[config.mk]
export PLATFORM = sky130hd
export DESIGN_NAME = adc_level_monitor
export DESIGN_NICKNAME = d
export VERILOG_FILES = /design/src/rtl/adc_lvl_pkg.sv /design/src/rtl/adc_lvl_front.sv /design/src/rtl/adc_lvl_delay.sv /design/src/rtl/adc_lvl_stretch.sv /design/src/rtl/adc_level_monitor.sv
export SDC_FILE = /design/constraint.sdc
export NUM_CORES = 1
export LEC_CHECK = 0
export BUFFER_PORTS_ARGS = -buffer_cell sky130_fd_sc_hd__buf_2
export CAP_MARGIN = 20
export CORE_MARGIN = 2
export CORE_UTILIZATION = 35
export CTS_CLUSTER_SIZE = 24
export DETAILED_ROUTE_END_ITERATION = 10
export MAX_ROUTING_LAYER = met4
export SYNTH_ARGS = -nofsm -noshare
export SYNTH_HDL_FRONTEND = slang
export SYNTH_SLANG_ARGS = --single-unit
[constraint.sdc]
create_clock -name clk -period 1.1 [get_ports clk]
set_input_delay 0.11 -clock clk [delete_from_list [all_inputs] [get_ports clk]]
set_output_delay 0.11 -clock clk [all_outputs]
set_load 0.01 [all_outputs]
[src/rtl/adc_lvl_pkg.sv]
package adc_lvl_pkg;

  localparam int NUM_EDGES = 7;
  localparam int CODE_W    = $clog2(NUM_EDGES + 1);
  localparam int MODE_W    = 3;
  localparam int FRAC_W    = 16;

  localparam logic [MODE_W-1:0] MODE_FULL   = 3'b001;
  localparam logic [MODE_W-1:0] MODE_UPPER2 = 3'b010;
  localparam logic [MODE_W-1:0] MODE_UPPER3 = 3'b011;

  // Band edges as fractions of full scale, Q0.16 (-24 .. -1.8 dBFS)
  localparam longint EDGE_FRAC [NUM_EDGES] =
    '{4135, 12345, 20724, 29274, 36854, 45079, 53270};

  typedef struct packed {
    logic ovr;
    logic fhi;
    logic flo;
  } slow_flags_t;

  // Edge magnitude for a magnitude width, rounded to nearest
  function automatic longint edge_level(input int idx, input int mag_w);
    longint scaled;
    scaled = EDGE_FRAC[idx] << mag_w;
    return (scaled + (longint'(1) << (FRAC_W - 1))) >> FRAC_W;
  endfunction

endpackage

[src/rtl/adc_lvl_front.sv]
module adc_lvl_front
  import adc_lvl_pkg::*;
#(
  parameter int SAMPLE_W = 14,
  localparam int MAG_W   = SAMPLE_W - 1
) (
  input  logic                clk,
  input  logic                rst_n,
  input  logic                in_valid,
  input  logic [SAMPLE_W-1:0] in_sample,
  input  logic [MAG_W-1:0]    fine_hi,
  input  logic [MAG_W-1:0]    fine_lo,
  output logic [CODE_W-1:0]   code_q,
  output slow_flags_t         flags_q
);

  logic [SAMPLE_W-1:0] abs_val;
  logic [MAG_W-1:0]    mag;
  logic                at_rail;
  logic [CODE_W-1:0]   code_n;
  slow_flags_t         flags_n;

  always_comb begin
    abs_val = in_sample[SAMPLE_W-1] ? (~in_sample + 1'b1) : in_sample;
    // most negative code folds to 2^MAG_W; saturate it
    if (!in_valid)                 mag = '0;
    else if (abs_val[SAMPLE_W-1])  mag = '1;
    else                           mag = abs_val[MAG_W-1:0];

    at_rail = (in_sample == {1'b0, {(SAMPLE_W-1){1'b1}}}) ||
              (in_sample == {1'b1, {(SAMPLE_W-1){1'b0}}});

    code_n = '0;
    for (int i = 0; i < NUM_EDGES; i++) begin
      if (longint'(mag) >= edge_level(i, MAG_W)) code_n = code_n + 1'b1;
    end

    flags_n.ovr = in_valid && at_rail;
    flags_n.fhi = in_valid && (mag > fine_hi);
    flags_n.flo = in_valid && (mag < fine_lo);
  end

  always_ff @(posedge clk or negedge rst_n) begin
    if (!rst_n) begin
      code_q  <= '0;
      flags_q <= '0;
    end else begin
      code_q  <= code_n;
      flags_q <= flags_n;
    end
  end

  AST_OVR_TOP_BAND: assert property (@(posedge clk) disable iff (!rst_n)
    flags_q.ovr |-> (code_q == {CODE_W{1'b1}}));

  AST_IDLE_QUIET: assert property (@(posedge clk) disable iff (!rst_n)
    !in_valid |=> (code_q == '0) && (flags_q == '0));

endmodule

[src/rtl/adc_lvl_delay.sv]
module adc_lvl_delay #(
  parameter int WIDTH = 1,
  parameter int DEPTH = 1
) (
  input  logic             clk,
  input  logic             rst_n,
  input  logic [WIDTH-1:0] d,
  output logic [WIDTH-1:0] q
);

  generate
    if (DEPTH == 0) begin : g_wire
      assign q = d;
    end else begin : g_pipe
      logic [DEPTH-1:0][WIDTH-1:0] pipe_q;
      logic [DEPTH-1:0][WIDTH-1:0] pipe_n;

      always_comb begin
        pipe_n[0] = d;
        for (int i = 1; i < DEPTH; i++) pipe_n[i] = pipe_q[i-1];
      end

      always_ff @(posedge clk or negedge rst_n) begin
        if (!rst_n) pipe_q <= '0;
        else        pipe_q <= pipe_n;
      end

      assign q = pipe_q[DEPTH-1];
    end
  endgenerate

endmodule

[src/rtl/adc_lvl_stretch.sv]
module adc_lvl_stretch
  import adc_lvl_pkg::*;
(
  input  logic              clk,
  input  logic              rst_n,
  input  logic [CODE_W-1:0] code,
  input  logic [CODE_W-1:0] thr,
  output logic              flag_q
);

  logic hit;
  logic first_q;
  logic flag_n;
  logic first_n;

  always_comb begin
    hit = (code > thr);
    if (hit) begin
      flag_n  = 1'b1;
      first_n = !flag_q;
    end else if (flag_q && first_q) begin
      flag_n  = 1'b1;
      first_n = 1'b0;
    end else begin
      flag_n  = 1'b0;
      first_n = 1'b0;
    end
  end

  always_ff @(posedge clk or negedge rst_n) begin
    if (!rst_n) begin
      flag_q  <= 1'b0;
      first_q <= 1'b0;
    end else begin
      flag_q  <= flag_n;
      first_q <= first_n;
    end
  end

  AST_CU_MIN_TWO: assert property (@(posedge clk) disable iff (!rst_n)
    $rose(flag_q) |=> flag_q);

  AST_CU_TRACKS_HIT: assert property (@(posedge clk) disable iff (!rst_n)
    hit |=> flag_q);

endmodule

[src/rtl/adc_level_monitor.sv]
module adc_level_monitor
  import adc_lvl_pkg::*;
#(
  parameter int SAMPLE_W = 14,
  parameter int FD_LAT   = 6,
  parameter int SLOW_LAT = 12,
  localparam int MAG_W   = SAMPLE_W - 1
) (
  input  logic                clk,
  input  logic                rst_n,
  input  logic                in_valid,
  input  logic [SAMPLE_W-1:0] in_sample,
  input  logic [2:0]          cfg_mode,
  input  logic [2:0]          cfg_coarse_thr,
  input  logic [MAG_W-1:0]    cfg_fine_hi,
  input  logic [MAG_W-1:0]    cfg_fine_lo,
  output logic [2:0]          fd_code,
  output logic                coarse_flag,
  output logic                fine_hi_flag,
  output logic                fine_lo_flag,
  output logic                ovr_flag
);

  localparam int FLAGS_W = $bits(slow_flags_t);

  logic [CODE_W-1:0] code_s1;
  slow_flags_t       flags_s1;
  logic [CODE_W-1:0] code_late;
  slow_flags_t       flags_late;

  adc_lvl_front #(.SAMPLE_W(SAMPLE_W)) u_front (
    .clk      (clk),
    .rst_n    (rst_n),
    .in_valid (in_valid),
    .in_sample(in_sample),
    .fine_hi  (cfg_fine_hi),
    .fine_lo  (cfg_fine_lo),
    .code_q   (code_s1),
    .flags_q  (flags_s1)
  );

  adc_lvl_stretch u_coarse (
    .clk   (clk),
    .rst_n (rst_n),
    .code  (code_s1),
    .thr   (cfg_coarse_thr),
    .flag_q(coarse_flag)
  );

  adc_lvl_delay #(.WIDTH(CODE_W), .DEPTH(FD_LAT - 1)) u_fd_dly (
    .clk  (clk),
    .rst_n(rst_n),
    .d    (code_s1),
    .q    (code_late)
  );

  adc_lvl_delay #(.WIDTH(FLAGS_W), .DEPTH(SLOW_LAT - 1)) u_slow_dly (
    .clk  (clk),
    .rst_n(rst_n),
    .d    (flags_s1),
    .q    (flags_late)
  );

  always_comb begin
    unique case (cfg_mode)
      MODE_FULL:                fd_code = code_late;
      MODE_UPPER2, MODE_UPPER3: fd_code = {code_late[CODE_W-1:1], 1'b0};
      default:                  fd_code = '0;
    endcase
  end

  assign fine_hi_flag = flags_late.fhi;
  assign fine_lo_flag = flags_late.flo;
  assign ovr_flag     = flags_late.ovr;

  AST_FD_LSB_DROPPED: assert property (@(posedge clk) disable iff (!rst_n)
    (cfg_mode == MODE_UPPER2 || cfg_mode == MODE_UPPER3) |-> !fd_code[0]);

endmodule

# [Word level (Yosys, flattened, before mapping)]
# Index checks and enable logic that the tools add are counted.
[totals] out_inout_bits=7 regBits=56
[op_classes] n_reduce_logical=7 bitwise=1 n_addsub=7 magnitude_cmp=10 n_eq_ne=5 muxes=14
[ops] cell="$ge 13x13->1 const B" count=3
[ops] cell="$ge 13x12->1 const B" count=2
[ops] cell="$mux 13" count=2
[ops] cell="$mux 3" count=6
[ops] cell="$add 3x1->3 const B" count=5
[ops] cell="$add 14x1->14 const B" count=1
[ops] cell="$eq 14x13->1 const B" count=1
[ops] cell="$eq 14x14->1 const B" count=1
[ops] cell="$mux 14" count=1
[ops] cell="$not 14->14" count=1
[ops] cell="$ge 13x10->1 const B" count=1
[ops] cell="$ge 13x11->1 const B" count=1
[ops] cell="$gt 13x13->1" count=1
[ops] cell="$lt 13x13->1" count=1
[ops] cell="$eq 3x2->1 const B" count=2
[ops] cell="$pmux 3 s2" count=1
[ops] cell="$logic_and 1x1->1" count=4
[ops] cell="$mux 1" count=4
[ops] cell="$eq 3x1->1 const B" count=1
[ops] cell="$gt 3x3->1" count=1
[ops] cell="$add 1x1->2 const B" count=1
[ops] cell="$reduce_or 2->1" count=1
[ops] cell="$logic_not 1->1" count=1
[ops] cell="$logic_or 1x1->1" count=1

# [Logic depth before layout (Yosys ltp)]
# Gate-level depths: netlist of the first run.
[logic_depth] depth_word=19 depth_mapped=26 depth_no_buf=26

# [By module]
# Synthesis of the first run repeated with hierarchy kept, for this count alone.
[unflattened] cells_unflattened=351 area_unflattened_um2=3425.8
[modules_own_cells] module="adc_lvl_front" instances=1 cells_per_inst=284 area_each_um2=2054.5
[modules_own_cells] module="adc_lvl_delay (u_slow_dly)" instances=1 cells_per_inst=33 area_each_um2=825.8
[modules_own_cells] module="adc_lvl_delay (u_fd_dly)" instances=1 cells_per_inst=15 area_each_um2=375.4
[modules_own_cells] module="adc_lvl_stretch" instances=1 cells_per_inst=15 area_each_um2=138.9
[modules_own_cells] module="adc_level_monitor" instances=1 cells_per_inst=4 area_each_um2=31.3

# [Worst setup path before layout of the first run]
# Ideal clock, no wire load.
[synth_path] kind="input port to flip-flop" startpoint="in in_sample[3]" endpoint="reg u_front.code_q[2]" t_arrival_ps=4189 setup_time_ps=134 path_stages=22 path_slack_ps=-3222 path_cell_list="or4_1 > buf_4 > nor4_1 > a21oi_1 > o22a_1 > or2_2 > o31ai_1 > ha_1 > xnor2_1 > ha_1 > inv_1 > xnor2_1 > nand2_1 > o21a_1 > ha_1 > nand2_1 > nand2_1 > ha_1 > inv_1 > nor2_1 > xnor3_1 > xnor3_1"
[synth_between] elab_chain_cells=19 word_cells_on_any_way=25 classes_between="add/sub: 7; order compare: 7; mux: 10; bitwise: 1"
[synth_rtl] element="from (decl)" line_no="adc_level_monitor.sv:12" source="input logic [SAMPLE_W-1:0] in_sample,"
[synth_rtl] element="$not 14->14" line_no="adc_lvl_front.sv:24" source="abs_val = in_sample[SAMPLE_W-1] ? (~in_sample + 1'b1) : in_sample;"
[synth_rtl] element="$add 14x1->14" line_no="adc_lvl_front.sv:24"
[synth_rtl] element="$mux 14 (*)" line_no="adc_lvl_front.sv:24"
[synth_rtl] element="$mux 13 (*)" line_no="adc_lvl_front.sv:27" source="else if (abs_val[SAMPLE_W-1]) mag = '1;"
[synth_rtl] element="$mux 13 (*)" line_no="adc_lvl_front.sv:26" source="if (!in_valid) mag = '0;"
[synth_rtl] element="$ge 13x10->1" line_no="adc_lvl_front.sv:35" source="if (longint'(mag) >= edge_level(i, MAG_W)) code_n = code_n + 1'b1;"
[synth_rtl] element="$mux 1" line_no="adc_lvl_front.sv:35"
[synth_rtl] element="$add 1x1->2" line_no="adc_lvl_front.sv:35"
[synth_rtl] element="[4 not listed]"
[synth_rtl] element="$mux 3" line_no="adc_lvl_front.sv:35"
[synth_rtl] element="$add 3x1->3" line_no="adc_lvl_front.sv:35"
[synth_rtl] element="$mux 3" line_no="adc_lvl_front.sv:35"
[synth_rtl] element="$add 3x1->3" line_no="adc_lvl_front.sv:35"
[synth_rtl] element="$mux 3" line_no="adc_lvl_front.sv:35"
[synth_rtl] element="$add 3x1->3" line_no="adc_lvl_front.sv:35"
[synth_rtl] element="$mux 3 (*)" line_no="adc_lvl_front.sv:35"
[synth_rtl] element="net u_front.code_n[2]" line_no="adc_lvl_front.sv:20" source="logic [CODE_W-1:0] code_n;"
[synth_rtl] element="to (signal assigned)" line_no="adc_lvl_front.sv:48" source="code_q <= code_n;"
[synth_rtl] element="to (decl)" line_no="adc_lvl_front.sv:13" source="output logic [CODE_W-1:0] code_q,"
# The timed path passes the listed nets; every way through them passes the cells marked *.

# [Worst setup path in the final report of the first run]
[layout_path] startpoint="in in_sample[6]" endpoint="reg u_front.code_q[2]"
# The elaborated chain is that of the path after synthesis.

==> results of run 1 <==
worst register-to-register path: stages, from the launching register on:
cell and delay (ps):
dfrtp_1 420, ha_4 230, a21o_1 180, a21oi_2 160, o21ai_1 80
state kept, by name, indices dropped and copies added, names as in the netlist:
register	count
u_coarse.first_q	1
u_slow_dly.g_pipe.pipe_n	30
u_fd_dly.q	3
u_front.flags_q	3
u_fd_dly.g_pipe.pipe_n	12
u_coarse.flag_q	1
u_front.code_q	3
u_slow_dly.q	3
cells by family (layout without fill, tap and decap cells):
group / Yosys count / in the layout / share of synthesized area, %
compound gates: 82 / 82 / 18.2
xor+xnor: 17 / 17 / 5.85
fa+ha+maj: 32 / 32 / 11.6
buf+inv: 50 / 212 / 5.63
flops: 56 / 56 / 41.2
mux: 5 / 5 / 1.54
simple gates: 105 / 105 / 16.0
report_power, final:
part	leakage [nW]	switching, mW	internal [mW]
combinational	1.77	0.966	1.09
sequential	0.724	0.116	2.39
clock	0.0516	0.624	0.515
total	2.55	1.71	3.99
what timing repair did:
action                                  in CTS  in global routing
gates resized for setup                     36                 21
buffers inserted                             8                  5
pin swaps                                   21                 19
hold endpoints to repair                    56                  0
hold buffers                                 1                  0
gates cloned                                 0                  0
endpoints found under the setup margin       7                  9
area by class of cell:
cell class              count  area [um2]
clock buffers               6        82.6
well taps                 129         161
flip-flops and latches     56        1400
fillers                   842        4220
inverters                  41         154
repair buffers            163        1120
multi-input cells         241        2170
clock inverters             2        13.8
routing by layer:
| layer | GRT usage [%] | wire, um | vias to the layer above |
|---|---|---|---|
| li1 | - | - | 1560 |
| met1 | 20.7 | 3850 | 1488 |
| met2 | 33.0 | 4470 | 48 |
| met3 | 1.29 | 189 | 6 |
| met4 | 4.00 | 75 | 0 |
| met5 | - | 0 | - |
placed cells by master, fill, tap and decap left out, types with 3 or more instances in the layout:
cell type and n:
nand2b_1 3, nor2_2 3, xnor2_1 6, inv_2 6
a211o_1 3, buf_2 53, a41oi_1 3, o21ai_1 5
a31oi_1 6, o211ai_1 5, nor3_1 6, buf_4 102
or4_4 3, o21ai_0 8, nand3_1 6, o31ai_2 3
buf_6 7, nor2_1 12, nand4_1 4, inv_1 35
o31ai_1 3, nor4_4 3, nand2_2 3, nand2_1 26
clkbuf_8 6, or3_1 3, a21oi_2 4, nor2b_1 4
xor2_1 4, ha_4 8, o21a_1 6, nor3_2 6
xnor2_2 3, a21oi_1 9, dfrtp_1 56, ha_1 20
worst paths after layout:
kind,startpoint,to,slack [ps],cells past startpoint
setup / recovery,in_sample[6],u_front.code_q[2]$_DFF_PN0_,-3010,23
hold / removal,cfg_fine_lo[9],u_front.flags_q[0]$_DFF_PN0_,140,3
setup reg to reg,u_front.code_q[1]$_DFF_PN0_,u_coarse.flag_q$_DFF_PN0_,-80,4
hold reg to reg,u_front.flags_q[0]$_DFF_PN0_,u_slow_dly.g_pipe.pipe_n[3]$_DFF_PN0_,350,0
max in group asynchronous,rst_n,u_coarse.flag_q$_DFF_PN0_,390,3
min in group asynchronous,rst_n,u_slow_dly.g_pipe.pipe_n[18]$_DFF_PN0_,300,3
==> flow_summary_export.csv, run 1 <==
group,metric,value,unit
timing,fin_crit_sh,373,%
finish,design_area,5100,um2
synth,synth_flop_cell,"dfrtp_1",
timing,finClkSkew,6.59,ps
place,dpl.cell_count,618,
timing,tightest_slew,574,ps
timing,hold_slack,138,ps
global_route,grt_pass1_wl,14.5,mm
critical_path,worstPathMaxFanout,3,
clock_tree,cts.sink_count,56,
synth,synth-async-reset-ratio,100,%
floorplan,start_util,36.5,%
critical_path,crit_type,"input port to flop",
floorplan,std_cell_rows,35,
synth,yosysTopAreaCellShare,41.2,%
critical_path,worstPathArrival,4300,ps
finish,layout.cells.non_filler,638,
timing,hold_viol_final,0,
clock_tree,clk_latency,300,ps
detailed_routing,drt-wirelength-per-cell,13.5,um
critical_path,cp_top_family,"compound AO/OA/AOI/OAI gates",
clock_tree,cts-root-buf,"clkbuf_8",
synth,synth.top_cells.by_count,"56 x dfrtp_1, 41 x inv_1, 30 x ha_1, 30 x nand2_1, 15 x nor2_1",
global_route,antenna_found_initial,0,
floorplan,coreArea,9330,um2
timing,layout_setup_ws,-3010,ps
critical_path,crit_chain,"buf_6 -> or4_4 -> o31ai_4 -> xnor2_2 -> o41ai_2 -> and2_4 -> a21oi_2 -> o31ai_2 -> ha_1 -> xnor2_1 -> ha_1 -> inv_2 -> xnor2_2 -> nand2_1 -> o21a_1 -> ha_1 -> nand2_2 -> nand2_2 -> ha_4 -> inv_2 -> nor2_2 -> xnor3_1 -> xnor3_1",
synth,synth.area.top_cells,"dfrtp_1 41%, ha_1 11%, inv_1 4.5%",
synth,synth_cell_types,67,
synth,syn_inst,347,
clock_tree,htreeDepth,2,
synth,synth_area_per_cell,9.81,um2
global_route,gr-total-overflow,0,
synth,synth_edf_count,0,
timing,finalSetupViolCount,8,
power,power_density,1120,nW/um2
finish,layout.nets,587,
timing,period_needed,4110,ps
place,place_hpwl,6.66,mm
floorplan,die_y,103,um
clock_tree,clkTransAtPathRegs,90,ps
place,portBuffers,55,
outcome,violations,"negative setup slack",
detailed_routing,first_iter_violations,97,
power,p_leak,2.55,nW
floorplan,boundaryPins,56,
hold_path,hold_class,"input port to flop",
flow_run,maxCapViolations,0,
clock_tree,cts_made_buffers,5,
floorplan,die-area,10500,um2
timing,rsz0062_at_grt,"true",
finish,drive_gt1_share,46.6,%
critical_path,critical_path_buf_inv_count,3,
detailed_routing,vias_per_cell,4.86,
synth,synth_nets,426,
place,preCtsSetupSlack,-3350,ps
timing,finalMaxSlewViolations,0,
clock_tree,clockBufferDepth,2,
detailed_routing,dr_total_vias,3102,
critical_path,worstSetupStartpointType,"input port",
finish,area_growth,50.0,%
finish,fin_util,54.7,%
critical_path,cpMaxStageDelayCell,"or4_4",
synth,ys_seq_area_share,41.2,%
global_route,first_global_vias,3235,
global_route,grt_usage,17.7,%
power,power,5.70,mW
floorplan,die_w,103,um
timing,fin_setup_tns,-10720,ps
synth,yosys_warnings,0,
synth,synth_area,3400,um2
synth,yosysMostFrequentCell,"dfrtp_1",
detailed_routing,drc_errors,0,
synth,synth_top_area_cell,"dfrtp_1",
place,gp_congestion,0.949,
detailed_routing,totalWireLength,8.59,mm
critical_path,slowest_delay,560,ps
critical_path,cp.required,1290,ps
outcome,outcome,"finished with violations",
detailed_routing,drtAntennaViolNets,0,
synth,ys_ff_latch,56,
clock_tree,tritoncts,"done",
critical_path,endpoint_kind,"flop",
timing,slew-limit-headroom,61.1,%
critical_path,cpMostUsedCell,"ha_1",
timing,fmax,243,MHz
finish,antenna_cells,0,
place,placed_area,4630,um2
power,irDropWorstVdd,0.623,mV
global_route,grt_max_degree,39,
detailed_routing,first_pass_iters,4,
Note: power is estimated with default switching activity, not from simulation.
==> run 2: changes to the inputs <==
--- a/config.mk
+++ b/config.mk
@@ -7,6 +7,7 @@
 export LEC_CHECK = 0
 export BUFFER_PORTS_ARGS = -buffer_cell sky130_fd_sc_hd__buf_2
 export CAP_MARGIN = 20
+export CORE_ASPECT_RATIO = 0.6
 export CORE_MARGIN = 2
 export CORE_UTILIZATION = 35
 export CTS_CLUSTER_SIZE = 24
@@ -14,4 +15,5 @@
 export MAX_ROUTING_LAYER = met4
 export SYNTH_ARGS = -nofsm -noshare
 export SYNTH_HDL_FRONTEND = slang
+export SYNTH_HIERARCHICAL = 1
 export SYNTH_SLANG_ARGS = --single-unit
==> flow_summary_export.csv, run 2 <==
group,metric,value,unit
clock_tree,cts_made_buffers,5,
place,gp_congestion,0.900,
synth,synth-async-reset-ratio,100,%
critical_path,worstPathArrival,4760,ps
timing,hold_viol_final,0,
place,portBuffers,55,
place,placed_area,4610,um2
detailed_routing,drt-wirelength-per-cell,14.1,um
timing,fin_crit_sh,417,%
synth,yosys_warnings,6,
floorplan,std_cell_rows,27,
place,place_hpwl,6.86,mm
hold_path,hold_class,"input port to flop",
detailed_routing,drc_errors,0,
clock_tree,clkTransAtPathRegs,70,ps
synth,synth.top_cells.by_count,"56 x dfrtp_1, 36 x inv_1, 30 x ha_1",
detailed_routing,first_iter_violations,216,
detailed_routing,drtAntennaViolNets,0,
timing,layout_setup_ws,-3490,ps
synth,synth_top_family_by_area,"simple AND/OR/NAND/NOR gates",
timing,finalMaxSlewViolations,0,
timing,fmax,218,MHz
floorplan,die_w,132,um
hold_path,hold_start,"cfg_fine_hi[9]",
finish,layout.nets,593,
clock_tree,clk_latency,290,ps
power,power_density,1160,nW/um2
critical_path,reg2regPathDepth,5,
timing,period_needed,4590,ps
synth,muxShareOfSynthArea,1.53,%
floorplan,die-area,10600,um2
synth,synth_top_area_cell,"dfrtp_1",
synth,ys_seq_area_share,40.9,%
detailed_routing,first_pass_iters,4,
floorplan,boundaryPins,56,
synth,ys_ff_latch,56,
synth,synth_area_per_cell,9.76,um2
synth,syn_inst,351,
finish,antenna_cells,0,
synth,synth_edf_count,0,
synth,synth_area,3430,um2
detailed_routing,totalWireLength,9.08,mm
synth,synth.area.top_cells,"dfrtp_1 41%, ha_1 11%, inv_1 3.9%",
critical_path,rr_endpoint,"u_coarse/flag_q$_DFF_PN0_",
flow_run,maxCapViolations,0,
finish,drive_gt1_share,45.8,%
power,p_leak,2.49,nW
synth,synth_cell_types,67,
outcome,outcome,"finished with violations",
finish,design_area,5160,um2
synth,yosysMostFrequentCell,"dfrtp_1",
place,preCtsSetupSlack,-3830,ps
clock_tree,tritoncts,"done",
critical_path,worstSetupStartpointType,"input port",
synth,yosysTopAreaCellShare,40.9,%
floorplan,die_y,80.6,um
timing,rsz0062_at_grt,"true",
synth,synth_flop_cell,"dfrtp_1",
critical_path,rrSetupSlack,-50,ps
synth,synth_compound_area_share,17.1,%
finish,area_growth,50.5,%
global_route,grt_usage,18.0,%
critical_path,crit_type,"input port to flop",
floorplan,coreArea,9360,um2
power,irDropWorstVdd,0.772,mV
global_route,first_global_vias,3107,
synth,synth_fa_ha_area_share,11.5,%
clock_tree,clockBufferDepth,2,
synth,synthXorXnorAreaFrac,3.65,%
critical_path,worstPathMaxFanout,3,
timing,slew-limit-headroom,72.1,%
power,power,5.99,mW
global_route,grt_pass1_wl,14.8,mm
clock_tree,cts.sink_count,56,
hold_path,hold_path_depth,2,
synth,synthSimpleGateAreaFrac,19.5,%
global_route,grt_max_degree,57,
timing,fin_setup_tns,-13120,ps
global_route,gr-total-overflow,0,
outcome,violations,"negative setup slack",
timing,finalSetupViolCount,9,
clock_tree,cts-root-buf,"clkbuf_16",
critical_path,r2r_start,"u_front/code_q[0]$_DFF_PN0_",
hold_path,worstHoldEndpoint,"u_front/flags_q[1]$_DFF_PN0_",
detailed_routing,vias_per_cell,4.96,
finish,largest_reg_flops,30,
clock_tree,htreeDepth,2,
timing,tightest_slew,414,ps
critical_path,cp.required,1270,ps
finish,final_common_cell,"buf_4",
finish,layout_common_cells,"106 x buf_4, 56 x dfrtp_1, 48 x buf_2",
global_route,antenna_found_initial,0,
critical_path,endpoint_kind,"flop",
detailed_routing,dr_total_vias,3201,
synth,synth_nets,430,
floorplan,start_util,36.6,%
timing,finClkSkew,4.66,ps
-- run 2: stage by stage --
stage	hold slack, ps	instances	util (%)
final	40.7	645	55.1
after global routing	35.3	645	55.1
after CTS	32.2	637	52.5
after detailed placement	124	622	49.3
after global placement	122	622	49.3
after floorplan	-186	351	-
-- run 2: critical path, cell delays in order --
cell,delay (ps)
buf_6,90
or4_4,560
or4_4,510
a211oi_2,250
nand3b_1,170
or2_4,150
nand2_2,50
o2111ai_2,100
a21oi_2,100
o31ai_2,290
ha_4,180
inv_2,30
mux2i_2,160
inv_1,100
ha_4,230
a21o_1,160
a21oi_2,130
a21o_1,120
inv_1,50
ha_1,290
and3_4,150
o21bai_4,170
ha_4,160
nand2_2,60
xor2_1,160
xnor3_1,220
-- run 2: layer usage --
metal / routed length, um / global-route usage, % / part of all wire (%) / vias to the layer above
li1: - / - / - / 1593
met1: 4870 / 27.3 / 54 / 1485
met2: 3550 / 24.9 / 39 / 117
met3: 618 / 3.98 / 6.8 / 6
met4: 47 / 2.17 / 0.52 / 0
met5: 0 / - / 0 / -
-- run 2: cells by family after synthesis --
group / count (synthesis)
xor gates and xnor gates: 11
adders and majority gates: 32
AOI/OAI and AO/OA: 81
DFF: 56
buffers and inverters: 50
muxes: 5
and+or+nand+nor: 116
-- run 2: area by class of cell --
cell class                      instances  area (um2)
Sequential cell                        56        1400
Clock buffer                            5         125
Multi-Input combinational cell        245        2060
Clock inverter                          3        21.3
Inverter                               36         140
Timing Repair Buffer                  170        1240
Tap cell                              130         163
Fill cell                             835        4200
-- run 2: timing repair --
| action | CTS | global route |
|---|---|---|
| cloned | 0 | 0 |
| pin swaps | 22 | 24 |
| setup endpoints to repair | 9 | 11 |
| gates resized for setup | 20 | 39 |
| endpoints found under the hold margin | 56 | 0 |
| hold buffers | 1 | 0 |
| buffers inserted | 9 | 9 |
-- run 2: worst max path at each step --
stage,start,endpoint,slack [ps],cells after the start
after CTS,in_sample[5],u_front/code_q[2]$_DFF_PN0_,-3400,24
after floorplan,in_sample[8],u_front/code_q[2]$_DFF_PN0_,-3670,24
after global placement,in_sample[6],u_front/code_q[2]$_DFF_PN0_,-3760,23
after detailed placement,in_sample[11],u_front/code_q[2]$_DFF_PN0_,-3830,24
after global routing,in_sample[11],u_front/code_q[2]$_DFF_PN0_,-3710,26
final,in_sample[11],u_front/code_q[2]$_DFF_PN0_,-3490,26
-- run 2: power by group --
part | internal (mW) | total, mW | switching, mW
Combinational | 1.05 | 2.00 | 0.946
Clock | 0.846 | 1.52 | 0.673
Sequential | 2.37 | 2.47 | 0.104
